--- config.mk ---
export PLATFORM = sky130hd
export DESIGN_NAME = curv_boundary_finder
export DESIGN_NICKNAME = d
export VERILOG_FILES = /design/src/rtl/cbf_pkg.sv /design/src/rtl/cbf_window.sv /design/src/rtl/cbf_tracker.sv /design/src/rtl/cbf_lookup.sv /design/src/rtl/curv_boundary_finder.sv
export SDC_FILE = /design/constraint.sdc
export NUM_CORES = 1
export LEC_CHECK = 0
export CAP_MARGIN = 10
export CORE_UTILIZATION = 33
export CTS_CLUSTER_SIZE = 16
export DETAILED_ROUTE_END_ITERATION = 10
export PLACE_DENSITY = 0.57
export SYNTH_ARGS = -nofsm -noshare
export SYNTH_HDL_FRONTEND = slang
export SYNTH_HIERARCHICAL = 1
export SYNTH_SLANG_ARGS = --single-unit
export TNS_END_PERCENT = 10
--- constraint.sdc ---
create_clock -name clk -period 7.2 [get_ports clk]
set_input_delay 1.8 -clock clk [delete_from_list [all_inputs] [get_ports clk]]
set_output_delay 1.8 -clock clk [all_outputs]
set_load 0.05 [all_outputs]
--- src/rtl/cbf_pkg.sv ---
package cbf_pkg;

  typedef enum logic [1:0] {
    SC_IDLE,
    SC_RUN,
    SC_DONE
  } scan_st_t;

  typedef enum logic [2:0] {
    TK_STBY,
    TK_FIRST,
    TK_PEAK,
    TK_TROUGH,
    TK_CROSS,
    TK_PEAK2
  } trk_st_t;

  // Concave-curvature test on a three-bin window, widened so no sum wraps.
  function automatic logic curv_hit(input logic [31:0] lft, input logic [31:0] mid,
                                    input logic [31:0] rgt, input logic [31:0] off);
    logic [33:0] twice;
    logic [33:0] side;
    twice = {1'b0, mid, 1'b0};
    side  = 34'(lft) + 34'(rgt) + 34'(off);
    return twice > side;
  endfunction

endpackage

--- src/rtl/cbf_window.sv ---
module cbf_window #(
  parameter int DW  = 16,
  parameter int OFF = 8
) (
  input  logic          clk,
  input  logic          rst_n,
  input  logic          clr,
  input  logic          shift,
  input  logic [DW-1:0] din,
  output logic [DW-1:0] center,
  output logic          curved
);
  import cbf_pkg::*;

  logic [DW-1:0] w_old, w_mid, w_new;

  always_ff @(posedge clk) begin
    if (!rst_n || clr) begin
      w_old <= '0;
      w_mid <= '0;
      w_new <= '0;
    end else if (shift) begin
      w_new <= din;
      w_mid <= w_new;
      w_old <= w_mid;
    end
  end

  assign center = w_mid;
  assign curved = curv_hit(32'(w_old), 32'(w_mid), 32'(w_new), 32'(OFF));

endmodule

--- src/rtl/cbf_tracker.sv ---
module cbf_tracker #(
  parameter int AW = 6,
  parameter int DW = 16,
  parameter int NB = 7
) (
  input  logic           clk,
  input  logic           rst_n,
  input  logic           clr,
  input  logic           fin,
  input  logic           eval,
  input  logic           curved,
  input  logic [DW-1:0]  center,
  input  logic [AW-1:0]  bin,
  output logic [NB*AW-1:0] bnd_flat,
  output logic [NB-1:0]  bvld,
  output logic           push_ev
);
  import cbf_pkg::*;

  trk_st_t       st, nst;
  logic [DW-1:0] run_min;
  logic [AW-1:0] min_pos;
  logic [AW-1:0] bnd_q [NB];
  logic          gap_bin;
  logic          take;

  always_comb begin
    nst     = st;
    push_ev = 1'b0;
    if (clr) begin
      nst = TK_FIRST;
    end else if (eval) begin
      case (st)
        TK_FIRST:  if (curved) nst = TK_PEAK;
        TK_PEAK:   if (!curved) nst = TK_TROUGH;
        TK_TROUGH: if (curved) begin
                     nst     = TK_CROSS;
                     push_ev = 1'b1;
                   end
        TK_CROSS:  nst = curved ? TK_PEAK2 : TK_TROUGH;
        TK_PEAK2:  if (!curved) nst = TK_TROUGH;
        default:   nst = st;
      endcase
    end
    if (fin) nst = TK_STBY;
  end

  assign gap_bin = eval && !curved &&
                   (st == TK_PEAK || st == TK_TROUGH || st == TK_CROSS || st == TK_PEAK2);
  assign take    = gap_bin && (st != TK_TROUGH || center < run_min);

  always_ff @(posedge clk) begin
    if (!rst_n) begin
      st      <= TK_STBY;
      run_min <= '1;
      min_pos <= '0;
    end else begin
      st <= nst;
      if (take) begin
        run_min <= center;
        min_pos <= bin;
      end else if (nst != TK_TROUGH) begin
        run_min <= '1;
      end
    end
  end

  always_ff @(posedge clk) begin
    if (!rst_n || clr) begin
      bvld <= '0;
      for (int i = 0; i < NB; i++) bnd_q[i] <= '0;
    end else if (push_ev && !bvld[0]) begin
      for (int i = 0; i < NB - 1; i++) bnd_q[i] <= bnd_q[i+1];
      bnd_q[NB-1] <= min_pos;
      bvld        <= {1'b1, bvld[NB-1:1]};
    end
  end

  for (genvar g = 0; g < NB; g++) begin : g_flat
    assign bnd_flat[g*AW +: AW] = bnd_q[g];
  end

endmodule

--- src/rtl/cbf_lookup.sv ---
module cbf_lookup #(
  parameter int AW = 6,
  parameter int NB = 7,
  parameter int IW = 3
) (
  input  logic [AW-1:0]    feat,
  input  logic [NB*AW-1:0] bnd_flat,
  input  logic [NB-1:0]    bvld,
  output logic [IW-1:0]    region
);
  logic [NB-1:0] at_or_above;

  for (genvar g = 0; g < NB; g++) begin : g_cmp
    assign at_or_above[g] = bvld[g] && (feat >= bnd_flat[g*AW +: AW]);
  end

  assign region = IW'($countones(at_or_above));

endmodule

--- src/rtl/curv_boundary_finder.sv ---
module curv_boundary_finder #(
  parameter int NBINS = 64,
  parameter int DW    = 16,
  parameter int NB    = 7,
  parameter int OFF   = 8
) (
  input  logic                     clk,
  input  logic                     rst_n,
  input  logic                     scan_start,
  input  logic                     host_rd,
  output logic                     mem_rd_en,
  output logic [$clog2(NBINS)-1:0] mem_rd_addr,
  input  logic [DW-1:0]            mem_rd_data,
  output logic                     scan_done,
  input  logic [$clog2(NBINS)-1:0] feat_pk,
  input  logic [$clog2(NBINS)-1:0] feat_hp,
  output logic [$clog2(NB+1)-1:0]  region_pk,
  output logic [$clog2(NB+1)-1:0]  region_hp,
  output logic                     spike_informative
);
  import cbf_pkg::*;

  localparam int AW = $clog2(NBINS);
  localparam int IW = $clog2(NB + 1);
  localparam int CW = $clog2(NBINS + 3);
  localparam logic [CW-1:0] C_BINS = CW'(NBINS);
  localparam logic [CW-1:0] C_PAD  = CW'(NBINS + 1);
  localparam logic [CW-1:0] C_LAT  = CW'(3);
  localparam logic [CW-1:0] C_LAST = CW'(NBINS + 2);

  scan_st_t        sst;
  logic [CW-1:0]   cnt;
  logic [NBINS-1:0] mask;

  // Named internal events for the checker.
  logic            clr_ev, fin_ev, shift_ev, eval_ev, push_ev, curved;
  logic [DW-1:0]   center, win_din;
  logic [AW-1:0]   bin;
  logic [NB*AW-1:0] bnd_flat;
  logic [NB-1:0]   bvld;

  assign clr_ev   = (sst == SC_IDLE) && scan_start;
  assign fin_ev   = (sst == SC_RUN) && (cnt == C_LAST);
  assign shift_ev = (sst == SC_RUN) && (cnt != '0) && (cnt <= C_PAD);
  assign eval_ev  = (sst == SC_RUN) && (cnt >= C_LAT);
  assign win_din  = (cnt <= C_BINS) ? mem_rd_data : '0;
  assign bin      = AW'(cnt - C_LAT);

  assign mem_rd_en   = (sst == SC_RUN) && (cnt < C_BINS);
  assign mem_rd_addr = AW'(cnt);
  assign scan_done   = (sst == SC_DONE);

  always_ff @(posedge clk) begin
    if (!rst_n) begin
      sst <= SC_IDLE;
      cnt <= '0;
    end else begin
      case (sst)
        SC_IDLE: if (scan_start) begin
                   sst <= SC_RUN;
                   cnt <= '0;
                 end
        SC_RUN:  begin
                   cnt <= cnt + 1'b1;
                   if (cnt == C_LAST) sst <= SC_DONE;
                 end
        SC_DONE: if (host_rd) sst <= SC_IDLE;
        default: sst <= SC_IDLE;
      endcase
    end
  end

  always_ff @(posedge clk) begin
    if (!rst_n) mask <= '0;
    else if (eval_ev) mask <= {curved, mask[NBINS-1:1]};
  end

  cbf_window #(.DW(DW), .OFF(OFF)) u_win (
    .clk(clk), .rst_n(rst_n), .clr(clr_ev), .shift(shift_ev),
    .din(win_din), .center(center), .curved(curved)
  );

  cbf_tracker #(.AW(AW), .DW(DW), .NB(NB)) u_trk (
    .clk(clk), .rst_n(rst_n), .clr(clr_ev), .fin(fin_ev), .eval(eval_ev),
    .curved(curved), .center(center), .bin(bin),
    .bnd_flat(bnd_flat), .bvld(bvld), .push_ev(push_ev)
  );

  cbf_lookup #(.AW(AW), .NB(NB), .IW(IW)) u_lk_pk (
    .feat(feat_pk), .bnd_flat(bnd_flat), .bvld(bvld), .region(region_pk)
  );

  cbf_lookup #(.AW(AW), .NB(NB), .IW(IW)) u_lk_hp (
    .feat(feat_hp), .bnd_flat(bnd_flat), .bvld(bvld), .region(region_hp)
  );

  assign spike_informative = mask[feat_pk] & mask[feat_hp];

endmodule

# == Yosys cells after proc, flatten, opt, wreduce, memory -nomap -nowiden ==
# Memories as Yosys holds them, arrays and structs flattened.
# Index checks and enable logic that the tools add are counted.
# op_classes
order_cmp,22
eq_ne,13
reduce_logical,39
bitwise_logic,8
n_addsub,16
muxes,37
# ops
cell,n
$ge A6 B6 Y1,14
$mux W16,3
$mux W6,7
$add A34 B4 Y34 const B,1
$gt A17 B34 Y1,1
$logic_and A1 B1 Y1,24
$mux W3,7
$add A16 B16 Y17,1
$lt A16 B16 Y1,1
$le A7 B7 Y1 const B,2
$lt A6 B7 Y1 const B,2
$pmux W7 S2,1
$add A1 B1 Y2,6
$add A3 B3 Y3,4
$bmux W1 S6,2
$pmux W3 S4,1
$mux W1,11
$add A7 B1 Y7 const B,1
$eq A7 B7 Y1 const B,1
$ge A7 B2 Y1 const B,1
$lt A7 B7 Y1 const B,1
$mux W7,1
$or A1 B1 Y1,7
$reduce_bool A7 Y1,1
20 further kinds,34
# word_totals
mem_count,1
wordCells,146
ramBits,42
inputBits,32
reg_bits,153
out_inout_bits,15
# mem_list
memory,depth,width,read_ports,rd_ports_with_merged_regs,write_ports,line,source
u_trk.bnd_q,7,6,7,0,7,cbf_tracker.sv:23,logic [AW-1:0] bnd_q [NB];

# == Logic depth before layout (Yosys ltp) ==
# logic_depth
word_depth,12
mapped_depth,23
ltp_nobuf,21

# == Modules after synthesis ==
# Netlist, hierarchy kept.
# by_module_without_submodules
mod,instances,cells_each,area_per_inst_um2,seq_area_each_um2
curv_boundary_finder,1,467,4204.0,1461.4
cbf_tracker,1,300,3395.8,1901.8
cbf_window,1,317,2979.1,960.9
cbf_lookup (u_lk_hp),1,145,1082.3,0.0
cbf_lookup (u_lk_pk),1,144,1082.3,0.0

# == Least setup slack after synthesis ==
# OpenSTA, ideal clock, no wires.
# synth_path
path_kind,in2out
start,in feat_hp[0]
end,out region_hp[1]
required_time_ns,5.400
slack_ns,0.712
cell_stages,12
arrival_ns,4.688
n_path_buf,0
cell_sequence,inv_1 > ha_1 > nor2_1 > a21oi_1 > o211ai_1 > fa_1 > inv_1 > fa_1 > inv_1 > fa_1 > inv_1 > fa_1
# synth_between
elab_chain_cells,5
word_cells_on_any_way,20
classes_between,add/sub: 6; order compare: 7; reduce/logical: 7
# synth_lines
element,line,source
"start, declared",curv_boundary_finder.sv:16,"input logic [$clog2(NBINS)-1:0] feat_hp,"
$ge A6 B6 Y1,cbf_lookup.sv:14,assign at_or_above[g] = bvld[g] && (feat >= bnd_flat[g*AW +: AW]);
$logic_and A1 B1 Y1,cbf_lookup.sv:14,
$add A1 B1 Y2 (implied by the code),cbf_lookup.sv:17,assign region = IW'($countones(at_or_above));
$add A3 B3 Y3 (implied by the code) or $add A3 B1 Y3 (tied branches),cbf_lookup.sv:17,
$add A3 B3 Y3 (implied by the code) *,cbf_lookup.sv:17,
"end, declared",curv_boundary_finder.sv:18,"output logic [$clog2(NB+1)-1:0] region_hp,"
# Mark *: on every way between the ends. The rest lies on a longest branch, timed or not.

# == Worst setup path in the final report ==
# Same ends and word-level chain as after synthesis.

==> flow_metrics.env <==
export IMPL_run_status="complete, no violations"
export IMPL_ys_seq_area_share_pct=33.9
export IMPL_die_x_microns=199
export IMPL_multiInputGateArea_sq_mm=0.00759
export IMPL_hpwl_mm=20.8
export IMPL_grt_pass1_wl_mm=48.5
export IMPL_hold_viol=0
export IMPL_layout_drive_gt1_share_pct=7.15
export IMPL_power_frac_comb_pct=10.3
export IMPL_htreeDepth=4
export IMPL_root_buffer="clkbuf_16"
export IMPL_dieArea_sq_mm=0.0394
export IMPL_drc=0
export IMPL_fillers=3892
export IMPL_yosysTopAreaCell="dfxtp_1"
export IMPL_post_drt_wl_per_cell_microns=15.4
export IMPL_cp_start_kind="input port"
export IMPL_layout_setup_ws_ps=128
export IMPL_via_per_inst=4.94
export IMPL_synth_edff_count=42
export IMPL_slew_viol_final=0
export IMPL_synth_seq_cells=195
export IMPL_yosysWarnings=6
export IMPL_layout_nets=1577
export IMPL_drt_iter0_drc=548
export IMPL_p_leak_nw=5.88
export IMPL_worstPathMaxFanout=4
export IMPL_endpoint_kind="primary output"
export IMPL_start_util_pct=33.7
export IMPL_async_flop_share_pct=0
export IMPL_final_setup_viol_count=0
export IMPL_fmax_ghz=0.141
export IMPL_sw_frac_of_total_pct=27.5
export IMPL_hold_path_class="reg2reg"
export IMPL_track_usage_pct=15.6
export IMPL_placementRows=71
export IMPL_setup_tns_final_ps=0
export IMPL_pwr_share_seq_pct=48.5
export IMPL_cts_setup_buffers=0
export IMPL_grt_pass1_vias=9439
export IMPL_area_growth_pct=11.9
export IMPL_antenna_found_initial=0
export IMPL_utilization_pct=37.7
export IMPL_via_count=9432
export IMPL_yosys_cell_types_count=65
export IMPL_synth_top_flop_cell="dfxtp_1"
export IMPL_drt_pass1_iterations=5
export IMPL_rsz0062_at_grt="yes"
export IMPL_maxSlewHeadroom_pct=28.2
export IMPL_place_ws_ps=36.8
export IMPL_regArea_sq_mm=0.00432
export IMPL_ir_drop_v=0.000172
export IMPL_syn_area_sq_mm=0.0127
export IMPL_tritoncts="built"
export IMPL_fin_crit_sh_pct=98.2
export IMPL_grt_max_degree=105
export IMPL_pwr_share_clk_pct=41.3
export IMPL_overflow=0
export IMPL_intPower_mw=1.72
export IMPL_place_gp_congestion=0.859
export IMPL_cap_violations=0
export IMPL_synth_nets=1564
export IMPL_numPortBuffers=46
export IMPL_arrival_ps=5270
export IMPL_worst_slew_pin_slew_ps=1080
export IMPL_cellPowerDensity_mw_per_mm2=166
export IMPL_crit_required_ps=5400
export IMPL_syn_inst=1373
export IMPL_cts_made_buffers=17
export IMPL_skew_ps=23.6
export IMPL_ios=47
export IMPL_path_class="in2out"
export IMPL_syn_avg_cell_area_sq_um=9.28
export IMPL_clk_pin_slew_worst_paths_ps=80
export IMPL_synthTopCellsByArea="dfxtp_1, ha_1, edfxtp_1, mux2i_1, nand2_1"
export IMPL_wl_mm=29.3
export IMPL_cts_buffer_depth=2
export IMPL_antennaDiodeCount=0
export IMPL_clk_latency_ps=460
export IMPL_yosys_area_top_type_share_pct=24.0
export IMPL_core_area_sq_mm=0.0378
export IMPL_drt_antenna_violating_nets=0
export IMPL_fin_crit_ps=7070
export IMPL_p_sw_mw=0.653
export IMPL_cts_sinks=195
export IMPL_fp_dieH_microns=199
## synth_stat cells (all sizes together), types with 11 or more instances
cell	number
a21boi	66
a21oi	61
a22oi	11
and3	42
buf	41
clkbuf	32
dfxtp	153
edfxtp	42
ha	150
inv	115
mux2i	77
mux4	32
nand2	202
nand3	29
nor2	99
nor2b	45
nor3b	13
o211ai	30
o21ai	20
xor2	11
## power by group through the flow
stage	Clock [mW]	Sequential (mW)	Combinational (mW)
CTS	1.01	1.15	0.245
global route	1.05	1.15	0.276
global placement	0	1.18	0.238
floorplan	0	1.17	0.167
detailed placement	0	1.18	0.244
finish	0.979	1.15	0.244
## metal layers
layer  vias up  share of wire [%]  wire [microns]  track usage, %
met4         0                2.1             619            5.56
met5         -                  0               0               0
met1      4450                 48           14200            20.1
met3        26                3.2             935            2.76
li1       4822                  -               -               -
met2       134                 46           13600            26.2
## placed cells by master, fill, tap and decap left out, types with 5 or more instances in the layout
cell type,n
a21o_1,10
clkdlybuf4s50_1,34
nand2b_1,8
nand3_1,29
nand4_1,5
a21oi_1,59
o211ai_1,30
inv_6,5
clkbuf_16,18
inv_1,112
nand2_1,201
fa_1,9
o21ai_0,15
nor2_1,99
xnor2_1,7
a22oi_1,11
nor3_1,7
and2_1,10
a21boi_1,14
mux4_1,13
nor3b_1,11
nor2b_1,44
and3_1,42
xor2_1,10
ha_1,150
dfxtp_1,153
mux4_2,19
clkinv_8,5
edfxtp_1,42
buf_4,22
mux2i_1,77
a21boi_0,52
## layout make-up
| type | count | area share (%) |
|---|---|---|
| Tap cell | 511 | 4.48 |
| Clock inverter | 13 | 1.08 |
| Sequential cell | 195 | 30.3 |
| Clock buffer | 19 | 3.18 |
| Inverter | 115 | 3.03 |
| Multi-Input combinational cell | 990 | 53.3 |
| Timing Repair Buffer | 67 | 4.65 |
## stage by stage
step	hold WS (ps)	total power [mW]	cell area, sq um	cells
floorplan	430	1.33	12700	1373
global placement	439	1.41	13600	1878
detailed placement	446	1.42	13600	1878
CTS	457	2.40	14200	1910
global route	490	2.48	14300	1910
finish	453	2.37	14300	1910
## sequential cells by signal (all words and copies together), names as in the netlist
register and count:
u_win/center 16, u_trk/bnd_q 42, u_trk/min_pos 6, sst 2, u_win/w_new 16, cnt 7
u_win/w_old 16, u_trk/st 3, mask 64, u_trk/run_min 16, u_trk/bvld 7
## worst max-delay path, cell delays in order
cell and delay [ps]:
clkdlybuf4s50_1 500, inv_2 90, ha_1 280, nor2_1 40
a21oi_1 140, o211ai_1 140, fa_1 560, inv_1 60
fa_1 520, inv_1 50, fa_1 400, inv_1 70
fa_1 440, buf_6 170
## repair_timing
action                                  4_1_cts  5_1_grt
hold buffers                                  0        0
resized for setup                             0        8
endpoints found under the setup margin        0        2
## path summary, 6_finish.rpt
kind         cells past startpoint                                to                           from  slack [ps]
max reg2reg                     18  u_trk/bnd_q[0][23]$_SDFFCE_PN0P_    u_win/w_new[1]$_SDFFE_PP0P_        1590
min reg2reg                      2     u_trk/min_pos[0]$_SDFFE_PN0P_  u_trk/min_pos[0]$_SDFFE_PN0P_         450
max                             14                      region_hp[1]                     feat_hp[0]         130
min                              2     u_trk/min_pos[0]$_SDFFE_PN0P_  u_trk/min_pos[0]$_SDFFE_PN0P_         450
## logic make-up after synthesis
logic type	share of synthesized area (%)
simple gates	17.7
mux	12.1
flops	33.9
buf+inv	6.65
fa+ha+maj	16.1
compound gates	12.2
xor+xnor	1.30
No activity file was read; power rests on OpenSTA's default activity.
